--- src/rtl/dmp_pkg.sv ---
package dmp_pkg;
  parameter int unsigned DMP_STAGES = 3;

  typedef enum logic [1:0] {
    FE_HEAD = 2'd0,
    FE_EXT  = 2'd1,
    FE_TAIL = 2'd2
  } fe_state_e;
endpackage

--- src/rtl/dmp_front.sv ---
// Pseudo 2/3 front stage: HEAD->TAIL normally, HEAD->EXT->TAIL when stretched.
module dmp_front
  import dmp_pkg::*;
(
  input  logic clk_i,
  input  logic rst_ni,
  input  logic ext_i,
  output logic head_o,
  output logic tc_o
);
  fe_state_e st_q, st_d;

  always_comb begin
    unique case (st_q)
      FE_HEAD: st_d = ext_i ? FE_EXT : FE_TAIL;
      FE_EXT:  st_d = FE_TAIL;
      default: st_d = FE_HEAD;
    endcase
  end

  always_ff @(posedge clk_i or negedge rst_ni) begin
    if (!rst_ni) st_q <= FE_HEAD;
    else         st_q <= st_d;
  end

  assign head_o = (st_q == FE_HEAD);
  assign tc_o   = (st_q == FE_TAIL);
endmodule

--- src/rtl/dmp_chain.sv ---
// Down-counting chain of toggle stages, enabled by the front terminal count.
module dmp_chain #(
  parameter int unsigned STAGES = dmp_pkg::DMP_STAGES
) (
  input  logic              clk_i,
  input  logic              rst_ni,
  input  logic              adv_i,
  output logic [STAGES-1:0] q_o
);
  logic [STAGES-1:0] q_q;
  logic [STAGES-1:0] tog;

  for (genvar i = 0; i < STAGES; i++) begin : g_stage
    if (i == 0) begin : g_lsb
      assign tog[i] = adv_i;
    end else begin : g_upper
      assign tog[i] = adv_i & ~(|q_q[i-1:0]);
    end

    always_ff @(posedge clk_i or negedge rst_ni) begin
      if (!rst_ni)     q_q[i] <= 1'b1;
      else if (tog[i]) q_q[i] <= ~q_q[i];
    end
  end

  assign q_o = q_q;
endmodule

--- src/rtl/dmp_modctl.sv ---
// Mode capture at period start; stretch only in the all-zero chain state.
module dmp_modctl #(
  parameter int unsigned STAGES = dmp_pkg::DMP_STAGES
) (
  input  logic              clk_i,
  input  logic              rst_ni,
  input  logic              mc_i,
  input  logic              start_i,
  input  logic [STAGES-1:0] chain_i,
  output logic              ext_o
);
  logic mode_q;

  always_ff @(posedge clk_i or negedge rst_ni) begin
    if (!rst_ni)      mode_q <= 1'b0;
    else if (start_i) mode_q <= mc_i;
  end

  assign ext_o = mode_q & ~(|chain_i);
endmodule

--- src/rtl/dmp_prescaler.sv ---
module dmp_prescaler #(
  parameter int unsigned STAGES = dmp_pkg::DMP_STAGES
) (
  input  logic clk_i,
  input  logic rst_ni,
  input  logic mc_i,
  output logic div_o,
  output logic period_o
);
  logic              ext;
  logic              head;
  logic              tc;
  logic [STAGES-1:0] chain_q;

  dmp_front u_front (
    .clk_i  (clk_i),
    .rst_ni (rst_ni),
    .ext_i  (ext),
    .head_o (head),
    .tc_o   (tc)
  );

  dmp_chain #(.STAGES(STAGES)) u_chain (
    .clk_i  (clk_i),
    .rst_ni (rst_ni),
    .adv_i  (tc),
    .q_o    (chain_q)
  );

  dmp_modctl #(.STAGES(STAGES)) u_modctl (
    .clk_i   (clk_i),
    .rst_ni  (rst_ni),
    .mc_i    (mc_i),
    .start_i (period_o),
    .chain_i (chain_q),
    .ext_o   (ext)
  );

  assign period_o = head & (&chain_q);
  assign div_o    = chain_q[STAGES-1];
endmodule

--- config.mk ---
export PLATFORM = sky130hd
export DESIGN_NAME = dmp_prescaler
export DESIGN_NICKNAME = d
export VERILOG_FILES = /design/src/rtl/dmp_pkg.sv /design/src/rtl/dmp_front.sv /design/src/rtl/dmp_chain.sv /design/src/rtl/dmp_modctl.sv /design/src/rtl/dmp_prescaler.sv
export SDC_FILE = /design/constraint.sdc
export NUM_CORES = 1
export LEC_CHECK = 0
export CAP_MARGIN = 0
export CORE_AREA = 2 2 39 41
export DETAILED_ROUTE_END_ITERATION = 8
export DIE_AREA = 0 0 41 43
export SYNTH_ARGS = -nofsm -noshare
export SYNTH_HDL_FRONTEND = slang
export SYNTH_SLANG_ARGS = --single-unit
--- constraint.sdc ---
create_clock -name clk_i -period 2.5 [get_ports clk_i]
set_input_delay 0.375 -clock clk_i [delete_from_list [all_inputs] [get_ports clk_i]]
set_output_delay 0.375 -clock clk_i [all_outputs]
set_load 0.1 [all_outputs]
Word level (Yosys, flattened, before mapping)
Index checks and enable logic that the tools add are counted.
Word-level totals
  flip-flop bits (word level): 6
  bits of input ports: 3
  logic and storage cells: 22
Operators by class
  equality and inequality tests: 2
  muxes and demuxes: 2
  bitwise gates (word level): 9
  reduce and logical (&&, ||, !) cells: 4
Operator list (count)
  inverter 1 bit: 5
  AND 1 bit: 4
  one-hot mux 2 bit (2 select lines): 1
  AND reduction 3 bit: 1
  OR reduction 3 bit: 1
  == test 2 x 1 -> 1 bit, second input constant: 1
  == test 2 bit, second input constant: 1
  zero test 2 bit: 1
  two-way mux 2 bit: 1
  OR reduction 2 bit: 1

Depth between registers and ports, before layout
Gate-level depths: netlist (run 1).
  word-level depth: 5
  gate-level depth with buffers: 3
  depth with buffers taken out: 3

By module
From an unflattened synthesis (run 1), not the netlist that was laid out.
Second synthesis, totals
  cells, all modules: 19
  area, all modules: 265.3 um^2
By module, submodules not included
  dmp_chain: instances 1, cells an instance 8, area each 123.9 um^2, sequential area each 78.8 um^2
  dmp_front: instances 1, cells an instance 7, area each 77.6 um^2, sequential area each 50.0 um^2
  dmp_modctl: instances 1, cells an instance 3, area each 55.1 um^2, sequential area each 25.0 um^2
  dmp_prescaler: instances 1, cells an instance 1, area each 8.8 um^2, sequential area each 0.0 um^2

Worst setup path after synthesis (run 1)
No wires, ideal clock.
  path kind: reg2reg
  start point: register u_chain.q_q[2] (netlist: u_chain.q_o[2])
  end point: register u_modctl.mode_q
  data arrival time: 2.246 ns
  required time: 2.373 ns
  slack: 0.126 ns
  stages on the path, launching flop included: 4
  buffers on the path: 0
  period minus slack after synthesis: 2.374 ns
  path through: dfstp_2 -> nand4b_1 -> nor2_2 -> mux2_1
Between the ends
  word-level cells in the longest chain between the ends: 2
Ends and longest elaborated chain
  start, declared: RTL line dmp_chain.sv:10  | logic [STAGES-1:0] q_q;
  start signal, assigned by index: RTL line dmp_chain.sv:22  | else if (tog[i]) q_q[i] <= ~q_q[i];
  AND reduction 3 bit: RTL line dmp_prescaler.sv:39  | assign period_o = head & (&chain_q);
  AND 1 bit: RTL line dmp_prescaler.sv:39
  named net period_o: RTL line dmp_prescaler.sv:8  | output logic period_o
  end signal, assigned: RTL line dmp_modctl.sv:16  | else if (start_i) mode_q <= mc_i;
  end, declared: RTL line dmp_modctl.sv:12  | logic mode_q;
The timed path passes the listed nets, and every way through them passes these cells.
A chain may end at the register's enable or synchronous reset.

Worst setup path in the final report (run 1)
  start point: register u_chain.q_q[0] (netlist: u_chain.q_o[0])
  end point: output period_o
Between the ends
  word-level cells in the longest chain between the ends: 2
Ends and longest elaborated chain (RTL line)
  AND reduction 3 bit: dmp_prescaler.sv:39
  AND 1 bit: dmp_prescaler.sv:39
  end, declared: dmp_prescaler.sv:8
Every way passes these cells.

==> impl_metrics.toml, run 1 <==
[yosys]
synth.top_cells.by_area = "dfstp_2, dfrtp_1, xor2_1, mux2_1, nand4b_1"
syn_area_um2 = 240
synth-seq-cells = 6
syn_nets = 22
seq_area_frac_synth = 0.641
synth_top_area_share = 0.328
synthDistinctLibCells = 13
avgSynthCellArea_um2 = 12.6
yosysWarnings = 0
synthCells = 19
yosys.area.top_type = "dfstp_2"

[clock_tree]
cts_tree = "done"
cts_sinks = 6
cts_resized = 0
cts_htree_levels = 1
ctsHoldBuffers = 0
cts_max_path_buffers = 2
cts-root-buf = "clkbuf_4"
post-cts-setup-buffers = 0
numCtsBuffers = 3
clock_latency_ns = 0.25
clkTransAtPathRegs_ns = 0.05

[setup_path]
cp.buffers_inverters = 1
cp.required_ns = 2.12
cp_top_family = "flip-flops"
crit_path_cell_trace = "nand4b_1 -> nor2_2 -> buf_4"
crit_arrival_ns = 1.39
cp_max_fo = 5
end_kind = "output port"
critPathMaxStageDelay_ns = 0.57
crit_type = "reg2out"
slowest_stage = "dfstp_2"
critPathLaunchType = "flop"

[worst_hold_path]
hp-class = "in2async"

[global_route]
grt_max_degree = 7
grt_use_total = 0.0727
grt_pass1_wl_um = 738
grt_pass1_vias = 167
gr-total-overflow = 0
antenna_found_initial = 0

[sta]
max-slew-margin-rel = 0.769
skew_ns = 0.00436
worstMarginPinSlew_ns = 0.343
finalSetupViolCount = 0
hold_viol_final = 0
fin_crit_ns = 1.76
fin_crit_sh = 0.705
rsz0062_at_grt = "false"
finalMaxSlewViolations = 0
fmax_ghz = 0.568
setup_tns_ns = 0

[finish]
design_area_um2 = 322
final_util = 0.232
layout_common_cells = "clkbuf_4, dfstp_2, dfrtp_1"
final_layout_size_suffix_gt1_frac = 0.333
n_antenna_cell = 0
fin_nets = 31
num-fill-cells = 156
seq_area_um2 = 154
multi_input_comb_area_um2 = 86.3
area_delta_synth_final_pct = 33.9

[floorplanning]
initial_core_util = 0.174
dieArea_um2 = 1760
io_pins = 5
die_y_um = 43
die_w_um = 41
rows = 14
coreArea_um2 = 1380

[routing]
dr.pass1.iters = 2
ant_nets = 0
viasPerCell = 3.88
via_count = 167
first_iter_violations = 1
drc = 0
detail_route.wl_per_cell_um = 9.37
routed_wl_um = 403

[status]
status = "completed"

[placed_design]
port_buffers = 4
placed_area_um2 = 295
routabilityCongestion = 0.684
hpwl_um = 272

[job]
maxCapViolations = 0
[worst paths after layout]
check,from,end,slack [ns],depth (start not counted)
max,u_chain.q_o[0],period_o,0.74,3
min,rst_ni,u_front.st_q[0],0.37,1
max reg2reg,u_chain.q_o[0],u_modctl.mode_q,1.22,3
min reg2reg,u_modctl.mode_q,u_front.st_q[1],0.48,1
max in group asynchronous,rst_ni,u_chain.q_o[1],1.85,1
min in group clk_i,u_modctl.mode_q,u_front.st_q[1],0.48,1
[per-stage QoR]
| stage | worst slack [ns] | instances | hold WS (ns) |
|---|---|---|---|
| final | 0.738 | 43 | 0.368 |
| after global routing | 0.661 | 43 | 0.368 |
| after CTS | 0.716 | 43 | 0.367 |
| after detailed placement | 1.02 | 39 | 0.466 |
| after global placement | 1.01 | 39 | 0.455 |
| after floorplan | 0.126 | 19 | 0.0794 |
[sequential cells by signal, summed over array words and instances (netlist names)]
name and cells:
u_modctl.mode_q 1, u_chain.q_o 3, u_front.st_q 2
[kinds of logic (layout without fill, tap and decap cells)]
| kind of cell | count (synthesis) | after routing | synth area share |
|---|---|---|---|
| compound gates | 1 | 1 | 0.0208 |
| flops | 6 | 6 | 0.641 |
| simple gates | 8 | 8 | 0.182 |
| buf+inv | 0 | 8 | 0 |
| mux | 1 | 1 | 0.0469 |
| xor+xnor | 3 | 3 | 0.109 |
[worst register-to-register path, stage by stage (launching register included)]
cell and delay, ns:
dfstp_2 0.57, nand4b_1 0.13, nor2_2 0.14, mux2_1 0.34
[per-layer routing]
layer,global-route usage,share of wire
met5,0,0
met4,0.0400,0
met3,0.0785,0.13
met2,0.0781,0.42
met1,0.0850,0.45
[synthesized netlist by cell type]
cell type / count
xnor2_1: 1
nor2_2: 1
nand2_1: 1
nor3_1: 1
a21oi_1: 1
nor4_1: 1
xor2_1: 2
nand4b_1: 1
dfstp_2: 3
mux2_1: 1
dfrtp_1: 3
nand2b_1: 1
nor2_1: 2
[area by class of cell]
cell class | count | area share
tap | 16 | 0.0623
sequential | 6 | 0.479
clock buffer | 4 | 0.0817
timing repair buffer | 4 | 0.109
multi-input combinational | 13 | 0.268
Power of run 1 is left out: the tool's default activity adds up to more than one toggle a clock period on the data nets, which glitch-free logic cannot reach.
==> run 2: changes to the inputs <==
==> constraint.sdc (replaced) <==
create_clock -name clk_i -period 1.6 [get_ports clk_i]
set_input_delay 0.24 -clock clk_i [delete_from_list [all_inputs] [get_ports clk_i]]
set_output_delay 0.24 -clock clk_i [all_outputs]
set_load 0.1 [all_outputs]
==> impl_metrics.toml, run 2 (synthesis results as in run 1) <==
[status]
status = "completed"

[sta]
rsz0062_at_grt = "true"
fin_crit_ns = 1.59
finalSetupViolCount = 0
finalMaxSlewViolations = 0
skew_ns = 0.00908
fmax_ghz = 0.629
max-slew-margin-rel = 0.772
hold_viol_final = 0
worstMarginPinSlew_ns = 0.339
fin_crit_sh = 0.993

[routing]
ant_nets = 0
first_iter_violations = 2
viasPerCell = 3.95
dr.pass1.iters = 2
via_count = 174
routed_wl_um = 476
drc = 0
detail_route.wl_per_cell_um = 10.8

[clock_tree]
cts-root-buf = "clkbuf_4"
cts_resized = 0
cts_htree_levels = 1
cts_sinks = 6
ctsHoldBuffers = 0
cts_max_path_buffers = 2
numCtsBuffers = 3
clock_latency_ns = 0.25
cts_tree = "done"
clkTransAtPathRegs_ns = 0.05

[floorplanning]
dieArea_um2 = 1760
die_y_um = 43
coreArea_um2 = 1380
rows = 14
initial_core_util = 0.174
die_w_um = 41
io_pins = 5

[placed_design]
port_buffers = 4
placed_cells = 39
routabilityCongestion = 0.573

[finish]
layout_common_cells = "clkbuf_4, dfrtp_1"
n_antenna_cell = 0
area_delta_synth_final_pct = 52.6
fin_nets = 32
largest_reg_flops = 3
final_util = 0.265
final_layout_size_suffix_gt1_frac = 0.393
final_cell_count_no_fill = 44

[global_route]
grt_pass1_vias = 223
grt_use_total = 0.0893
antenna_found_initial = 0
grt_max_degree = 7
met1_usage = 0.0867
grt_use_met2 = 0.128
gr-total-overflow = 0
grt.busiest_layer = "met2"
gr-usage-met3 = 0.0471
grt_pass1_wl_um = 952

[setup_path]
cp.buffers_inverters = 1
reg2reg_from = "u_chain.q_o[2]"
cp.required_ns = 1.36
reg2reg_to = "u_modctl.mode_q"
cp_max_fo = 2
cp.depth = 3
crit_start = "u_chain.q_o[2]"
r2r_setup_slack_ns = 0.26
slowest_stage = "dfstp_4"
endpoint = "period_o"
critPathLaunchType = "flop"
crit_type = "reg2out"
crit_path_cell_trace = "nand4b_1 -> nor2_4 -> buf_12"
ff2ff_path_depth = 3
end_kind = "output port"
cp_top_family = "flip-flops"
critPathMaxStageDelay_ns = 0.61
crit_arrival_ns = 1.35

[worst_hold_path]
hp-class = "in2async"

[job]
maxCapViolations = 0
run 2: metal layers:
metal  wire (um)  vias to the layer above
met5           0                        -
li1            -                       83
met4          17                        0
met3          34                        2
met1         175                       82
met2         248                        7
run 2: metrics by stage:
stage | instance area [um^2] | setup TNS [ns] | hold slack (ns) | setup slack (ns)
final | 367 | 0 | 0.237 | 0.0107
after global routing | 367 | -0.0497 | 0.252 | -0.0497
after CTS | 367 | -0.0126 | 0.240 | -0.0126
after detailed placement | 333 | 0 | 0.471 | 0.210
after global placement | 333 | 0 | 0.462 | 0.217
after floorplan | 253 | -0.556 | -0.0556 | -0.393
run 2: area by class of cell:
type / instances / area (um^2)
Clock buffer: 4 / 26.3
Fill cell: 156 / 1020
Multi-Input combinational cell: 13 / 95.1
Sequential cell: 6 / 158
Tap cell: 16 / 20.0
Timing Repair Buffer: 5 / 67.6
run 2: repair_timing:
action | CTS | global route
setup buffers | 1 | 0
endpoints found under the setup margin | 1 | 1
pin swaps | 1 | 0
run 2: worst min-delay path by stage:
stage                         start              end  slack [ns]  cells after the start
finish                       rst_ni  u_front.st_q[1]        0.24                      1
global route                 rst_ni  u_front.st_q[1]        0.25                      1
CTS                          rst_ni  u_modctl.mode_q        0.24                      1
detailed placement  u_modctl.mode_q  u_front.st_q[1]        0.47                      1
global placement    u_modctl.mode_q  u_front.st_q[1]        0.46                      1
floorplan                    rst_ni  u_front.st_q[0]       -0.06                      0
run 2: worst register-to-register path, cell delays in order, from the launching register on:
cell,delay [ns]
dfstp_4,0.61
nand4b_1,0.14
nor2_4,0.16
mux2_4,0.31
Power of run 2 is left out for the same reason.
